## config.mk

```make
export PLATFORM = sky130hd
export DESIGN_NAME = recip_est_unit
export DESIGN_NICKNAME = d
export VERILOG_FILES = /design/src/rtl/recip_est_pkg.sv /design/src/rtl/recip_est_table.sv /design/src/rtl/recip_est_ctrl.sv /design/src/rtl/recip_est_dp.sv /design/src/rtl/recip_est_unit.sv
export SDC_FILE = /design/constraint.sdc
export NUM_CORES = 1
export LEC_CHECK = 0
export ABC_CLOCK_PERIOD_IN_PS = 5500
export CORE_MARGIN = 3
export CORE_UTILIZATION = 59
export DETAILED_ROUTE_END_ITERATION = 6
export PLACE_DENSITY = 0.95
export SYNTH_ARGS = -nofsm -noshare
export SYNTH_HDL_FRONTEND = slang
export SYNTH_SLANG_ARGS = --single-unit
```

## constraint.sdc

```tcl
create_clock -name clk -period 5.5 [get_ports clk]
set_clock_uncertainty 0.2 [all_clocks]
set_input_delay 0.55 -clock clk [delete_from_list [all_inputs] [get_ports clk]]
set_output_delay 0.55 -clock clk [all_outputs]
set_load 0.005 [all_outputs]
```

## src/rtl/recip_est_pkg.sv

```systemverilog
package recip_est_pkg;

  localparam int FLT_W  = 32;
  localparam int EXP_W  = 8;
  localparam int FRAC_W = 23;
  localparam int QUIET_BIT = 22;

  localparam logic [EXP_W-1:0] EXP_MAX     = 8'hFF;
  localparam logic [EXP_W-1:0] EXP_HUGE    = 8'd253;
  localparam logic [EXP_W-1:0] EXP_MIRROR  = 8'd253;
  localparam logic [FLT_W-1:0] NAN_DEFAULT = 32'h7FC0_0000;

  // Which result pattern the datapath builds.
  typedef enum logic [2:0] {
    CASE_EST_FLT,
    CASE_NAN_PROP,
    CASE_NAN_DEF,
    CASE_SIGNED_ZERO,
    CASE_SIGNED_INF,
    CASE_EST_FIX,
    CASE_FIX_SAT
  } caseSel_e;

  // Strobes from control to datapath.
  typedef struct packed {
    logic     load;
    caseSel_e caseSel;
    logic     raiseInvalid;
    logic     raiseDivZero;
    logic     raiseUnderflow;
  } strobes_t;

  // Rounded reciprocal of the midpoint of interval idx, scaled by 2^idxBits.
  function automatic int unsigned estEntry(int idxBits, int idx);
    int unsigned q;
    int unsigned den;
    int unsigned num;
    q   = (32'd1 << idxBits) + idx;
    den = 2 * q + 1;
    num = 32'd1 << (2 * idxBits + 3);
    return (num + den) / (2 * den);
  endfunction

endpackage

```

## src/rtl/recip_est_table.sv

```systemverilog
module recip_est_table #(
  parameter int IDX_BITS  = 8,
  parameter bit USE_TABLE = 1'b1
) (
  input  logic [IDX_BITS-1:0] idx,
  output logic [IDX_BITS-1:0] est
);
  import recip_est_pkg::*;

  localparam int DEPTH = 1 << IDX_BITS;
  localparam int NUM_W = 2 * IDX_BITS + 5;

  generate
    if (USE_TABLE) begin : g_table
      logic [IDX_BITS-1:0] entries [DEPTH];
      for (genvar i = 0; i < DEPTH; i++) begin : g_entry
        localparam int unsigned S = estEntry(IDX_BITS, i);
        assign entries[i] = S[IDX_BITS-1:0];
      end
      assign est = entries[idx];
    end else begin : g_logic
      localparam logic [NUM_W-1:0] TOP = NUM_W'(1) << (2 * IDX_BITS + 3);
      logic [NUM_W-1:0] den;
      logic [NUM_W-1:0] quo;
      always_comb begin
        den = NUM_W'({1'b1, idx, 1'b1});
        quo = (TOP + den) / (den << 1);
        est = quo[IDX_BITS-1:0];
      end
    end
  endgenerate

endmodule

```

## src/rtl/recip_est_ctrl.sv

```systemverilog
module recip_est_ctrl (
  input  logic                            clk,
  input  logic                            rstN,
  input  logic                            inValid,
  input  logic                            fixedMode,
  input  logic                            defaultNan,
  input  logic [recip_est_pkg::FLT_W-1:0] operand,
  output recip_est_pkg::strobes_t         strobes,
  output logic                            outValid
);
  import recip_est_pkg::*;

  logic [EXP_W-1:0]  expField;
  logic [FRAC_W-1:0] fracField;

  assign expField  = operand[FLT_W-2 -: EXP_W];
  assign fracField = operand[FRAC_W-1:0];

  always_comb begin
    strobes         = '0;
    strobes.load    = inValid;
    strobes.caseSel = CASE_EST_FLT;
    if (fixedMode) begin
      strobes.caseSel = operand[FLT_W-1] ? CASE_EST_FIX : CASE_FIX_SAT;
    end else if (expField == EXP_MAX) begin
      if (fracField != '0) begin
        strobes.caseSel      = defaultNan ? CASE_NAN_DEF : CASE_NAN_PROP;
        strobes.raiseInvalid = ~fracField[QUIET_BIT];
      end else begin
        strobes.caseSel = CASE_SIGNED_ZERO;
      end
    end else if (expField == '0) begin
      strobes.caseSel      = CASE_SIGNED_INF;
      strobes.raiseDivZero = 1'b1;
    end else if (expField >= EXP_HUGE) begin
      strobes.caseSel        = CASE_SIGNED_ZERO;
      strobes.raiseUnderflow = 1'b1;
    end
  end

  always_ff @(posedge clk) begin
    if (!rstN) outValid <= 1'b0;
    else       outValid <= inValid;
  end

endmodule

```

## src/rtl/recip_est_dp.sv

```systemverilog
module recip_est_dp #(
  parameter int IDX_BITS  = 8,
  parameter bit USE_TABLE = 1'b1
) (
  input  logic                            clk,
  input  logic                            rstN,
  input  recip_est_pkg::strobes_t         strobes,
  input  logic [recip_est_pkg::FLT_W-1:0] operand,
  output logic [recip_est_pkg::FLT_W-1:0] result,
  output logic                            flagInvalid,
  output logic                            flagDivZero,
  output logic                            flagUnderflow
);
  import recip_est_pkg::*;

  localparam int FLT_PAD = FRAC_W - IDX_BITS;
  localparam int FIX_PAD = FLT_W - 1 - IDX_BITS;

  logic [IDX_BITS-1:0] idx;
  logic [IDX_BITS-1:0] est;
  logic [FLT_W-1:0]    nextResult;
  logic                sgn;
  logic [EXP_W-1:0]    expField;

  assign sgn      = operand[FLT_W-1];
  assign expField = operand[FLT_W-2 -: EXP_W];
  assign idx = (strobes.caseSel == CASE_EST_FIX) ? operand[FLT_W-2 -: IDX_BITS]
                                                 : operand[FRAC_W-1 -: IDX_BITS];

  recip_est_table #(.IDX_BITS(IDX_BITS), .USE_TABLE(USE_TABLE)) u_table (
    .idx (idx),
    .est (est)
  );

  always_comb begin
    unique case (strobes.caseSel)
      CASE_EST_FLT:     nextResult = {sgn, EXP_MIRROR - expField, est, {FLT_PAD{1'b0}}};
      CASE_NAN_PROP:    nextResult = operand | (FLT_W'(1) << QUIET_BIT);
      CASE_NAN_DEF:     nextResult = NAN_DEFAULT;
      CASE_SIGNED_ZERO: nextResult = {sgn, {(FLT_W-1){1'b0}}};
      CASE_SIGNED_INF:  nextResult = {sgn, EXP_MAX, {FRAC_W{1'b0}}};
      CASE_EST_FIX:     nextResult = {1'b1, est, {FIX_PAD{1'b0}}};
      CASE_FIX_SAT:     nextResult = '1;
      default:          nextResult = '0;
    endcase
  end

  always_ff @(posedge clk) begin
    if (!rstN) begin
      result        <= '0;
      flagInvalid   <= 1'b0;
      flagDivZero   <= 1'b0;
      flagUnderflow <= 1'b0;
    end else if (strobes.load) begin
      result        <= nextResult;
      flagInvalid   <= strobes.raiseInvalid;
      flagDivZero   <= strobes.raiseDivZero;
      flagUnderflow <= strobes.raiseUnderflow;
    end
  end

endmodule

```

## src/rtl/recip_est_unit.sv

```systemverilog
module recip_est_unit #(
  parameter int IDX_BITS  = 8,
  parameter bit USE_TABLE = 1'b1
) (
  input  logic        clk,
  input  logic        rstN,
  input  logic        inValid,
  input  logic        fixedMode,
  input  logic        defaultNan,
  input  logic [31:0] operand,
  output logic        outValid,
  output logic [31:0] result,
  output logic        flagInvalid,
  output logic        flagDivZero,
  output logic        flagUnderflow
);
  import recip_est_pkg::*;

  strobes_t strobes;

  recip_est_ctrl u_ctrl (
    .clk        (clk),
    .rstN       (rstN),
    .inValid    (inValid),
    .fixedMode  (fixedMode),
    .defaultNan (defaultNan),
    .operand    (operand),
    .strobes    (strobes),
    .outValid   (outValid)
  );

  recip_est_dp #(.IDX_BITS(IDX_BITS), .USE_TABLE(USE_TABLE)) u_dp (
    .clk           (clk),
    .rstN          (rstN),
    .strobes       (strobes),
    .operand       (operand),
    .result        (result),
    .flagInvalid   (flagInvalid),
    .flagDivZero   (flagDivZero),
    .flagUnderflow (flagUnderflow)
  );

endmodule

```

==> results of run 1 <==
area by class of cell:
cell class                 count  area, µm²
clock buffer                   6       72.6
clock inverter                 2       35.0
fill                         518       1700
inverter                      17       63.8
multi-input combinational    476       3000
sequential                    36        721
tap                           77       96.3
timing repair buffer          88        841
cell usage in the layout (no fill, tap or decap), types with 8 or more instances in the layout:
cell and instances:
nor2_1 52, a211oi_1 9, nand3_1 21, clkdlybuf4s50_1 72, a21oi_1 75, dfxtp_1 36
o21a_1 8, o211ai_1 10, buf_4 16, inv_1 16, nand2_1 33, a31oi_1 13
ha_1 13, nor3_1 14, o21ai_0 74
critical path, delay by kind of cell:
kind	cells	cell delay (ps)
AOI/OAI and AO/OA	7	1960
adders and majority gates	1	500
and+or+nand+nor	1	80
buffers and inverters	3	1080
power breakdown:
part	switching, µW	internal [µW]
combinational	264	168
clock	101	135
sequential	9.78	278
total	375	581
worst max path at each step:
stage	start	endpoint	depth (start not counted)
final	operand[17]	u_dp.result[26]	12
after global routing	operand[17]	u_dp.result[26]	12
after floorplan	fixedMode	u_dp.result[15]	12
after CTS	operand[17]	u_dp.result[26]	12
after global placement	operand[17]	u_dp.result[26]	12
after detailed placement	operand[17]	u_dp.result[26]	12
state kept, by name, indices dropped and copies added (netlist names):
signal and count:
u_dp.flagUnderflow 1, u_dp.result 32, u_dp.flagDivZero 1, u_ctrl.outValid 1, u_dp.flagInvalid 1
kinds of logic (layout without fill, tap and decap cells):
family,after synthesis,count (layout),share of synthesized area
AO/OA/AOI/OAI,272,272,0.433
XOR/XNOR,6,6,0.0129
adder cells (fa/ha/maj),13,13,0.0399
buffers and inverters,70,113,0.0886
flip-flops,36,36,0.177
multiplexers,14,14,0.0383
AND/OR/NAND/NOR,171,171,0.210
stage by stage:
stage | power, µW | area (µm²) | util
2_1_floorplan | 557 | 4080 | -
3_3_place_gp | 698 | 4720 | 0.723
3_5_place_dp | 701 | 4720 | 0.723
4_1_cts | 932 | 4830 | 0.740
5_1_grt | 989 | 4830 | 0.740
6_report | 957 | 4830 | 0.740
routing by layer:
layer	vias to the layer above	routed length [µm]	global-route usage
li1	2298	-	-
met1	2406	6030	0.539
met2	511	6610	0.564
met3	115	2340	0.104
met4	0	770	0.161
met5	-	0	0
==> flow_summary_export.csv, run 1 <==
group,metric,value,unit
run_status,run_status,"finished clean",
yosys,netlist.area_leader.share,0.177,
grt,antenna_found_initial,0,
layout,diodes,0,
floorplan,rows,29,
place,pre_cts_slack,1250,ps
clock_tree,post_cts_resized,0,
yosys,yosysSeqAreaShare,0.177,
sta,rsz0062_at_grt,"false",
drt,drtPass1Iterations,6,
place,place_hpwl,11100,µm
drt,wire_per_inst,22.4,µm
sta,holdWs,290,ps
clock_tree,ctsHoldBuffers,0,
floorplan,die_x,89.1,µm
clock_tree,cts_buffers,5,
grt,grt_pass1_wl,24300,µm
floorplan,core,6530,µm²
sta,hold_violations,0,
yosys,yosysUniqueCellTypes,80,
setup_path,critPathArrivalTime,4200,ps
sta,fmax,238,MHz
yosys,ys_warn_count,0,
setup_path,path_class,"in2reg",
yosys,synth-main-ff-cell,"dfxtp_1",
drt,via_per_inst,7.59,
clock_tree,cts_tree,"done",
sta,final.setup.tns,0,ps
setup_path,r2r_setup_slack,4500,ps
floorplan,dieArea,7950,µm²
setup_path,r2r-end,"u_dp.result[25]",
yosys,ys_ff_latch,36,
setup_path,path_cells,"clkdlybuf4s50_1, buf_4, a21boi_1, nor2_2, inv_2, ha_1, a21oi_1, a2111oi_0, o311ai_1, a41oi_1, o21ai_0, o211a_1",
layout,final_cells,702,
grt,grt-ovfl-total,0,
setup_path,r2r_cells,3,
run,cap_violations,0,
sta,period_share,0.765,
layout,drive_gt1_frac,0.0768,
sta,fin_crit,4210,ps
grt,gr-usage-all-layers,0.388,
place,dp_cells,694,
worst_hold_path,hold_class,"reg2reg",
yosys,synth_edf_count,0,
yosys,synth_fp_nets,632,
yosys,async_flop_share,0,
layout,area_growth,18.4,%
clock_tree,cts.reportedPaths.clkPinSlew,70,ps
clock_tree,htree_levels,2,
pwr,leakagePower,0.00176,µW
yosys,synth_largest_area_cell,"dfxtp_1",
sta,tightest_slew,1250,ps
place,gp_congestion,1.11,
clock_tree,clk_latency,290,ps
yosys,synth.most_common_cell,"a21oi_1",
yosys,yosys-top-cells-count,"a21oi_1 (75), o21ai_0 (74), nor2_1 (52)",
yosys,syn-instance-count,582,
grt,grt_max_degree,44,
floorplan,initial_utilization,0.625,
worst_hold_path,hold_end,"u_dp.flagInvalid",
setup_path,cp-end-kind,"flip-flop",
clock_tree,cts_sinks,36,
clock_tree,ctsLongestPathBuffers,2,
worst_hold_path,min_from,"u_dp.flagInvalid",
floorplan,dieHeight,89.1,µm
floorplan,io_pins,73,
yosys,synthTopCellsByArea,"dfxtp_1 (18%), a21oi_1 (9.2%), o21ai_0 (9.1%)",
sta,drv_slew,0,
yosys,syn-cell-area,4080,µm²
setup_path,r2r_start,"u_dp.result[25]",
clock_tree,root_buffer,"clkbuf_8",
sta,slew_headroom,0.164,
sta,setup_ws,1290,ps
pwr,peakVddDrop,0.000205,V
drt,drc_errors,0,
drt,wirelength,15800,µm
sta,setup_viol,0,
pwr,power_density,198,nW/µm²
worst_hold_path,hold_depth,2,
yosys,synth.avg_cell_area,7.01,µm²
setup_path,crit_fanout,28,
setup_path,critPathSlowestCell,"a21boi_1",
drt,first_iter_violations,929,
setup_path,cpPeakStageDelay,520,ps
setup_path,critical_path_required,5490,ps
drt,ant_nets,0,
drt,vias,5330,
place,port_buffers,72,
clock_tree,post_cts.repair.setup_buffers,0,
grt,grt_pass1_vias,4645,
layout,nets,674,
setup_path,cp-start-kind,"primary input",
Power figures use the tool's default switching activity.
==> run 2: changes to the inputs <==
--- a/config.mk
+++ b/config.mk
@@ -5,11 +5,11 @@
 export SDC_FILE = /design/constraint.sdc
 export NUM_CORES = 1
 export LEC_CHECK = 0
-export ABC_CLOCK_PERIOD_IN_PS = 5500
+export ABC_CLOCK_PERIOD_IN_PS = 3850
 export CORE_MARGIN = 3
-export CORE_UTILIZATION = 59
+export CORE_UTILIZATION = 49
 export DETAILED_ROUTE_END_ITERATION = 6
-export PLACE_DENSITY = 0.95
+export PLACE_DENSITY = 0.88
 export SYNTH_ARGS = -nofsm -noshare
 export SYNTH_HDL_FRONTEND = slang
 export SYNTH_SLANG_ARGS = --single-unit
==> constraint.sdc (replaced) <==
create_clock -name clk -period 3.85 [get_ports clk]
set_clock_uncertainty 0.2 [all_clocks]
set_input_delay 0.385 -clock clk [delete_from_list [all_inputs] [get_ports clk]]
set_output_delay 0.385 -clock clk [all_outputs]
set_load 0.005 [all_outputs]
==> flow_summary_export.csv, run 2 (synthesis gave the netlist of run 1 again) <==
group,metric,value,unit
run_status,run_status,"finished clean",
sta,setup_ws,353,ps
clock_tree,clk_latency,300,ps
clock_tree,cts.reportedPaths.clkPinSlew,80,ps
sta,setup_viol,0,
setup_path,r2r_cells,3,
setup_path,r2r_start,"u_dp.result[25]",
drt,via_per_inst,7.02,
place,post_dp_cell_area,5010,µm²
drt,wire_per_inst,23.4,µm
setup_path,critical_path_required,3890,ps
grt,antenna_found_initial,0,
drt,wirelength,17800,µm
grt,grt-ovfl-total,0,
clock_tree,ctsLongestPathBuffers,2,
pwr,leakagePower,0.00192,µW
pwr,peakVddDrop,0.000249,V
clock_tree,htree_levels,2,
clock_tree,root_buffer,"clkbuf_8",
sta,drv_slew,0,
sta,rsz0062_at_grt,"false",
floorplan,die_x,97.2,µm
clock_tree,cts_buffers,5,
layout,final_common_cell,"a21oi_1",
layout,area_growth,25.0,%
drt,drtPass1Iterations,6,
worst_hold_path,hold_class,"reg2reg",
setup_path,crit_fanout,8,
setup_path,cp-end-kind,"flip-flop",
sta,hold_violations,0,
grt,grt_pass1_wl,28300,µm
drt,ant_nets,0,
drt,drc_errors,0,
floorplan,core,7890,µm²
grt,gr-usage-all-layers,0.366,
sta,period_share,0.908,
floorplan,io_pins,73,
sta,final.setup.tns,0,ps
sta,fin_crit,3500,ps
floorplan,dieArea,9450,µm²
place,place_hpwl,13300,µm
setup_path,critPathArrivalTime,3530,ps
floorplan,rows,32,
grt,grt_pass1_vias,5126,
floorplan,initial_utilization,0.517,
layout,largest_reg_flops,32,
worst_hold_path,hold_depth,2,
clock_tree,cts_sinks,36,
clock_tree,cts_tree,"done",
drt,first_iter_violations,716,
sta,slew_headroom,0.302,
layout,drive_gt1_frac,0.126,
layout,nets,708,
layout,diodes,0,
setup_path,r2r-end,"u_dp.result[25]",
clock_tree,ctsHoldBuffers,0,
grt,grt_max_degree,44,
place,port_buffers,72,
place,gp_congestion,1.05,
layout,fin_area,5100,µm²
setup_path,cp-start-kind,"primary input",
layout,final_cell_mix,"a21oi_1 (75), o21ai_0 (74), clkdlybuf4s50_1 (72)",
worst_hold_path,hold_end,"u_dp.flagUnderflow",
sta,tightest_slew,1040,ps
sta,fmax,286,MHz
place,pre_cts_slack,83.8,ps
pwr,power_density,267,nW/µm²
clock_tree,post_cts_resized,0,
run,cap_violations,0,
setup_path,r2r_setup_slack,2760,ps
setup_path,path_class,"in2reg",
floorplan,dieHeight,97.2,µm
drt,vias,5339,
worst_hold_path,min_from,"u_dp.flagUnderflow",
layout,top_register,"u_dp.result",
clock_tree,post_cts.repair.setup_buffers,0,
-- run 2: cell type report --
cell class	count	area (µm²)
multi-input cells	476	3000
fillers	704	2790
repair buffers	122	1100
flip-flops and latches	36	721
well taps	102	128
clock buffers	5	68.8
inverters	17	63.8
clock inverters	3	18.8
-- run 2: how the worst max path moves through the flow --
stage	from	slack [ps]	depth (start not counted)	endpoint
3_3_place_gp	fixedMode	190	12	u_dp.result[15]
3_5_place_dp	operand[31]	80	12	u_dp.result[15]
6_report	operand[31]	350	12	u_dp.result[15]
5_1_grt	operand[31]	90	12	u_dp.result[15]
2_1_floorplan	fixedMode	820	12	u_dp.result[15]
4_1_cts	operand[31]	410	12	u_dp.result[15]
-- run 2: stage by stage --
step / power (µW) / utilization / instances / hold WS (ps)
after CTS: 1330 / 0.646 / 761 / 286
after floorplan: 796 / - / 582 / 262
after detailed placement: 1060 / 0.635 / 753 / 273
after global routing: 1410 / 0.646 / 761 / 313
after global placement: 1060 / 0.635 / 753 / 257
final: 1360 / 0.646 / 761 / 285
-- run 2: power breakdown --
group	internal, µW	total (µW)	switching, µW
sequential	398	413	15.5
clock	126	278	151
combinational	273	670	397
-- run 2: critical path, cell delays in order --
cell and delay, ps:
clkdlybuf4s50_1 480, and2_1 180, mux2_2 440, ha_1 350
buf_4 180, o21ai_1 140, a21oi_1 130, a2111oi_2 340
nor3_1 100, a2111oi_1 470, o21ai_0 180, a21oi_1 160
-- run 2: per-layer routing --
metal	global-route usage	wire [µm]	vias up
met4	0.126	730	0
met1	0.509	7080	2489
met3	0.0732	2160	80
met2	0.563	7830	411
met5	0	0	-
li1	-	-	2359
